--- src/rtl/thermal_band_pkg.sv ---
package thermal_band_pkg;
  typedef enum logic [1:0] {
    RGN_NORMAL = 2'd0,
    RGN_WARN   = 2'd1,
    RGN_CRIT   = 2'd2
  } region_e;
endpackage

--- src/rtl/thr_select.sv ---
// Points the over/under comparators at the limits that matter in the current region.
module thr_select
  import thermal_band_pkg::*;
#(
  parameter int TW = 16
) (
  input  region_e         rgn,
  input  logic [TW-1:0]   warn_lim,
  input  logic [TW-1:0]   crit_lim,
  input  logic            cfg_bad,
  output logic [TW-1:0]   over_thr,
  output logic            over_arm,
  output logic [TW-1:0]   under_thr,
  output logic            under_arm
);
  always_comb begin
    over_thr  = warn_lim;
    over_arm  = 1'b0;
    under_thr = warn_lim;
    under_arm = 1'b0;
    if (!cfg_bad) begin
      unique case (rgn)
        RGN_NORMAL: begin
          over_thr = warn_lim;
          over_arm = 1'b1;
        end
        RGN_WARN: begin
          over_thr  = crit_lim;
          over_arm  = 1'b1;
          under_thr = warn_lim;
          under_arm = 1'b1;
        end
        RGN_CRIT: begin
          // The under compare qualifies the clear request.
          under_thr = warn_lim;
          under_arm = 1'b1;
        end
        default: begin
          over_arm  = 1'b0;
          under_arm = 1'b0;
        end
      endcase
    end
  end
endmodule

--- src/rtl/thr_compare.sv ---
// One strict over comparator and one strict under comparator, gated by the sample strobe.
module thr_compare #(
  parameter int TW = 16
) (
  input  logic          temp_valid,
  input  logic [TW-1:0] temp_k,
  input  logic [TW-1:0] over_thr,
  input  logic          over_arm,
  input  logic [TW-1:0] under_thr,
  input  logic          under_arm,
  output logic          over_hit,
  output logic          under_hit
);
  assign over_hit  = temp_valid && over_arm  && (temp_k > over_thr);
  assign under_hit = temp_valid && under_arm && (temp_k < under_thr);
endmodule

--- src/rtl/band_fsm.sv ---
// Region state machine with a registered event pulse.
module band_fsm
  import thermal_band_pkg::*;
(
  input  logic    clk,
  input  logic    rst_n,
  input  logic    over_hit,
  input  logic    under_hit,
  input  logic    clear_req,
  input  logic    cfg_bad,
  output region_e rgn,
  output logic    evt,
  output region_e evt_rgn
);
  region_e nxt;

  always_comb begin
    nxt = rgn;
    if (cfg_bad) begin
      nxt = RGN_NORMAL;
    end else begin
      unique case (rgn)
        RGN_NORMAL: if (over_hit) nxt = RGN_WARN;
        RGN_WARN: begin
          if (over_hit)       nxt = RGN_CRIT;
          else if (under_hit) nxt = RGN_NORMAL;
        end
        RGN_CRIT: if (clear_req && under_hit) nxt = RGN_NORMAL;
        default: nxt = RGN_NORMAL;
      endcase
    end
  end

  always_ff @(posedge clk) begin
    if (!rst_n) begin
      rgn     <= RGN_NORMAL;
      evt     <= 1'b0;
      evt_rgn <= RGN_NORMAL;
    end else begin
      rgn     <= nxt;
      evt     <= (nxt != rgn);
      evt_rgn <= nxt;
    end
  end
endmodule

--- src/rtl/thermal_band_ctrl.sv ---
module thermal_band_ctrl
  import thermal_band_pkg::*;
#(
  parameter int TW = 16
) (
  input  logic          clk,
  input  logic          rst_n,
  input  logic          temp_valid,
  input  logic [TW-1:0] temp_k,
  input  logic [TW-1:0] warn_lim,
  input  logic [TW-1:0] crit_lim,
  input  logic          clear_crit,
  output logic [1:0]    region,
  output logic          cool_req,
  output logic          shutdown_req,
  output logic          evt_pulse,
  output logic [1:0]    evt_region,
  output logic          cfg_err
);
  logic          cfg_bad;
  logic [TW-1:0] over_thr;
  logic [TW-1:0] under_thr;
  logic          over_arm;
  logic          under_arm;
  logic          over_hit;
  logic          under_hit;
  region_e       rgn;
  region_e       evt_rgn;

  assign cfg_bad = (warn_lim >= crit_lim);

  thr_select #(.TW(TW)) u_sel (
    .rgn       (rgn),
    .warn_lim  (warn_lim),
    .crit_lim  (crit_lim),
    .cfg_bad   (cfg_bad),
    .over_thr  (over_thr),
    .over_arm  (over_arm),
    .under_thr (under_thr),
    .under_arm (under_arm)
  );

  thr_compare #(.TW(TW)) u_cmp (
    .temp_valid (temp_valid),
    .temp_k     (temp_k),
    .over_thr   (over_thr),
    .over_arm   (over_arm),
    .under_thr  (under_thr),
    .under_arm  (under_arm),
    .over_hit   (over_hit),
    .under_hit  (under_hit)
  );

  band_fsm u_fsm (
    .clk       (clk),
    .rst_n     (rst_n),
    .over_hit  (over_hit),
    .under_hit (under_hit),
    .clear_req (clear_crit),
    .cfg_bad   (cfg_bad),
    .rgn       (rgn),
    .evt       (evt_pulse),
    .evt_rgn   (evt_rgn)
  );

  assign region       = rgn;
  assign evt_region   = evt_rgn;
  assign cool_req     = (rgn != RGN_NORMAL);
  assign shutdown_req = (rgn == RGN_CRIT);
  assign cfg_err      = cfg_bad;
endmodule

--- config.mk ---
export PLATFORM = sky130hd
export DESIGN_NAME = thermal_band_ctrl
export DESIGN_NICKNAME = d
export VERILOG_FILES = /design/src/rtl/thermal_band_pkg.sv /design/src/rtl/thr_select.sv /design/src/rtl/thr_compare.sv /design/src/rtl/band_fsm.sv /design/src/rtl/thermal_band_ctrl.sv
export SDC_FILE = /design/constraint.sdc
export NUM_CORES = 1
export LEC_CHECK = 0
export ABC_CLOCK_PERIOD_IN_PS = 4300
export CAP_MARGIN = 10
export CORE_MARGIN = 3
export CORE_UTILIZATION = 59
export DETAILED_ROUTE_END_ITERATION = 10
export DONT_BUFFER_PORTS = 1
export GPL_ROUTABILITY_DRIVEN = 1
export HOLD_SLACK_MARGIN = 0.12
export PLACE_DENSITY = 0.77
export SYNTH_ARGS = -nofsm -noshare
export SYNTH_HDL_FRONTEND = slang
export SYNTH_HIERARCHICAL = 1
export SYNTH_SLANG_ARGS = --single-unit
--- constraint.sdc ---
create_clock -name clk -period 4.3 [get_ports clk]
set_clock_uncertainty 0.1 [all_clocks]
set_input_delay 0.86 -clock clk [delete_from_list [all_inputs] [get_ports clk]]
set_output_delay 0.86 -clock clk [all_outputs]
set_load 0.02 [all_outputs]
==> flow_summary.toml <==
[outcome]
status = "finished clean"

[pwr]
combPwrFrac = 0.634
vdd_ir_drop_max_mv = 0.0555
leakage_nw = 0.980
sw_frac_of_total = 0.415
power_frac_seq = 0.133
clkPwrFrac = 0.234
power_switching_mw = 0.0944
powerDensity_nw_per_um2 = 130
p_int_mw = 0.133

[critical_path]
rr_worst_depth = 14
cp.required_ps = 4370
path_class = "in2reg"
path_max_fanout = 13
max_stage_delay_ps = 530
cp-end-kind = "register"
setup.worst_path.start_class = "input port"
slowest_stage = "or4_1"
crit_chain = "inv_1 -> ha_1 -> nor2b_1 -> o211a_1 -> o31ai_1 -> o211ai_1 -> nor2b_2 -> buf_12 -> mux2_4 -> inv_1 -> ha_1 -> nand4_1 -> or4_1 -> nand3_1 -> a21oi_2 -> nor2_1 -> mux2i_1 -> nor3_1"
arrival_ps = 4150

[sta]
min_period_ps = 4080
setup_viol = 0
final_hold_viol_count = 0
rsz0062_at_grt = "false"
worst_pin_slew_ps = 394
drv_slew = 0
max_freq_mhz = 245
max_slew_margin = 0.737
fin_crit_sh = 0.949

[grt]
track_usage = 0.212
grt-ovfl-total = 0
grt_pass1_vias = 1474
grt_pass1_wl_um = 6070
grt_max_degree = 14
antenna_found_initial = 0

[synth]
synthCells = 232
syn_avg_cell_area_sq_um = 7.61
ys_seq_elements = 3
ys_seq_area_frac = 0.0340
synth_area_leaders = "ha_1 35%, inv_1 11%, mux2_4 8.5%"
syn_area_sq_um = 1770
synth.distinct_cells = 35
synth_top_area_cell = "ha_1"
synth_top_area_frac = 0.347
synth_warnings = 6
syn-num-nets = 333

[finish]
fill_cells = 271
fin_cells = 254
final_layout_size_suffix_gt1_frac = 0.143
multiInputGateArea_sq_um = 1360
fin_util = 0.622
areaGrowthSynthToFinish_pct = -1.13
diodes = 0
fin_nets = 325
register_area_sq_um = 60.1

[clocking]
cts_tree = "done"
cts_resized = 0
root_buffer = "clkbuf_4"
clock_sinks = 3
cts_hold_buf = 0
clkLatencyLatePin_ps = 250
cts_inserted_buffers = 3
htree_levels = 1
clk_path_buf_depth = 2
cts_setup_buffers = 0
clk_pin_slew_worst_paths_ps = 40

[routing]
drt_iter0_markers = 42
drc_errors = 0
drt-total-wl_um = 3610
drt-wirelength-per-cell_um = 14.2
vias = 1447
first_pass_iters = 4
detail-route-antenna-nets = 0
post_drt_via_cell_ratio = 5.70

[placed_design]
dp_cells = 250
post-dp-hpwl_um = 3270
place_congestion = 0.904
numPortBuffers = 0

[floorplan]
die_h_um = 60.7
core.rowCount = 19
dieArea_sq_um = 3680
fp.dieW_um = 60.7
fp.coreArea_sq_um = 2810
initial_utilization = 0.629
io-pin-count = 60

[worst_hold_path]
hold_class = "reg2reg"
holdPathStages = 2

[run]
cap_violations = 0
## path summary, 6_finish.rpt
check,from,endpoint,slack (ps)
min reg2reg,u_fsm/evt_rgn[1],u_fsm/evt_rgn[0],550
max reg2reg,u_fsm/evt_rgn[1],u_fsm/evt_rgn[0],1310
min,u_fsm/evt_rgn[1],u_fsm/evt_rgn[0],550
max,crit_lim[1],u_fsm/evt_rgn[0],220
## cells in the mapped netlist
cell type,n
o211a_1,1
buf_6,1
mux2_2,6
nor2b_1,7
nand2_1,12
o31ai_1,1
mux2i_1,1
nand3_1,6
nand2b_1,2
dfxtp_1,3
nand3b_1,1
nand4_1,8
a2111oi_1,1
or2_2,1
a221oi_2,1
nor4_1,1
mux2_4,10
inv_1,52
o21ai_1,2
buf_8,1
o21ai_0,5
and4_1,1
buf_4,18
a31oi_1,1
a21o_1,1
nor3_1,1
or4_1,1
a21boi_2,1
ha_1,49
or2_1,1
a21oi_1,23
nor2_1,8
a211oi_1,1
a221oi_1,1
o211ai_1,2
## power by group through the flow
stage	logic (mW)	registers (mW)	clock network (mW)
detailed placement	0.142	0.0306	0
finish	0.144	0.0302	0.0532
global placement	0.139	0.0306	0
CTS	0.144	0.0302	0.0549
global route	0.167	0.0302	0.0565
floorplan	0.121	0.0316	0
## metal layers
metal,track usage,wire [um],vias up
met5,0,0,-
met4,0.0712,42,0
met3,0.0553,292,5
met2,0.344,1680,63
met1,0.271,1600,620
li1,-,-,759
## metrics by stage
stage | TNS [ps] | instance area, sq um | total power, mW | hold slack [ps] | worst slack [ps]
finish | 0 | 1750 | 0.227 | 548 | 221
floorplan | -6.23 | 1770 | 0.152 | 509 | -6.23
global placement | 0 | 1710 | 0.169 | 549 | 110
detailed placement | -80.1 | 1710 | 0.173 | 548 | -80.1
CTS | 0 | 1740 | 0.229 | 546 | 146
global route | 0 | 1750 | 0.254 | 599 | 29.9
## cell families (layout without fill, tap and decap cells)
| family | count (synthesis) | in the layout | synth area share |
|---|---|---|---|
| AOI/OAI and AO/OA | 41 | 41 | 0.141 |
| and+or+nand+nor | 50 | 50 | 0.147 |
| buffers and inverters | 72 | 63 | 0.202 |
| adders and majority gates | 49 | 49 | 0.347 |
| DFF | 3 | 3 | 0.0340 |
| muxes | 17 | 17 | 0.129 |
## placed cells by master, fill, tap and decap left out, drive strengths merged
cell type	instances
a21o	1
and4	1
a31oi	1
mux2i	1
clkbuf	4
dfxtp	3
inv	52
o31ai	1
or2	2
nor4	1
nand2	12
mux2	16
o211a	1
nand4	8
nor2b	7
o211ai	2
a21oi	23
a211oi	1
nand2b	2
or4	1
nand3b	1
nor2	8
a2111oi	1
a21boi	1
a221oi	2
nand3	6
nor3	1
ha	49
buf	7
o21ai	7
## flip-flops by register name, indices dropped and copies added, names as in the netlist
signal         cells
u_fsm/evt          1
u_fsm/evt_rgn      2
## critical path, delay by kind of cell
family	cells	cell delay (ps)
AO/OA/AOI/OAI	4	660
adder cells (fa/ha/maj)	2	450
buffers and inverters	3	270
multiplexers	2	390
AND/OR/NAND/NOR	7	1500
## cell type report
cell class                      count  area share
Clock buffer                        4      0.0151
Inverter                           52       0.112
Sequential cell                     3      0.0344
Timing Repair Buffer                7      0.0373
Multi-Input combinational cell    157       0.779
Tap cell                           31      0.0222
Note: power is estimated with default switching activity, not from simulation.
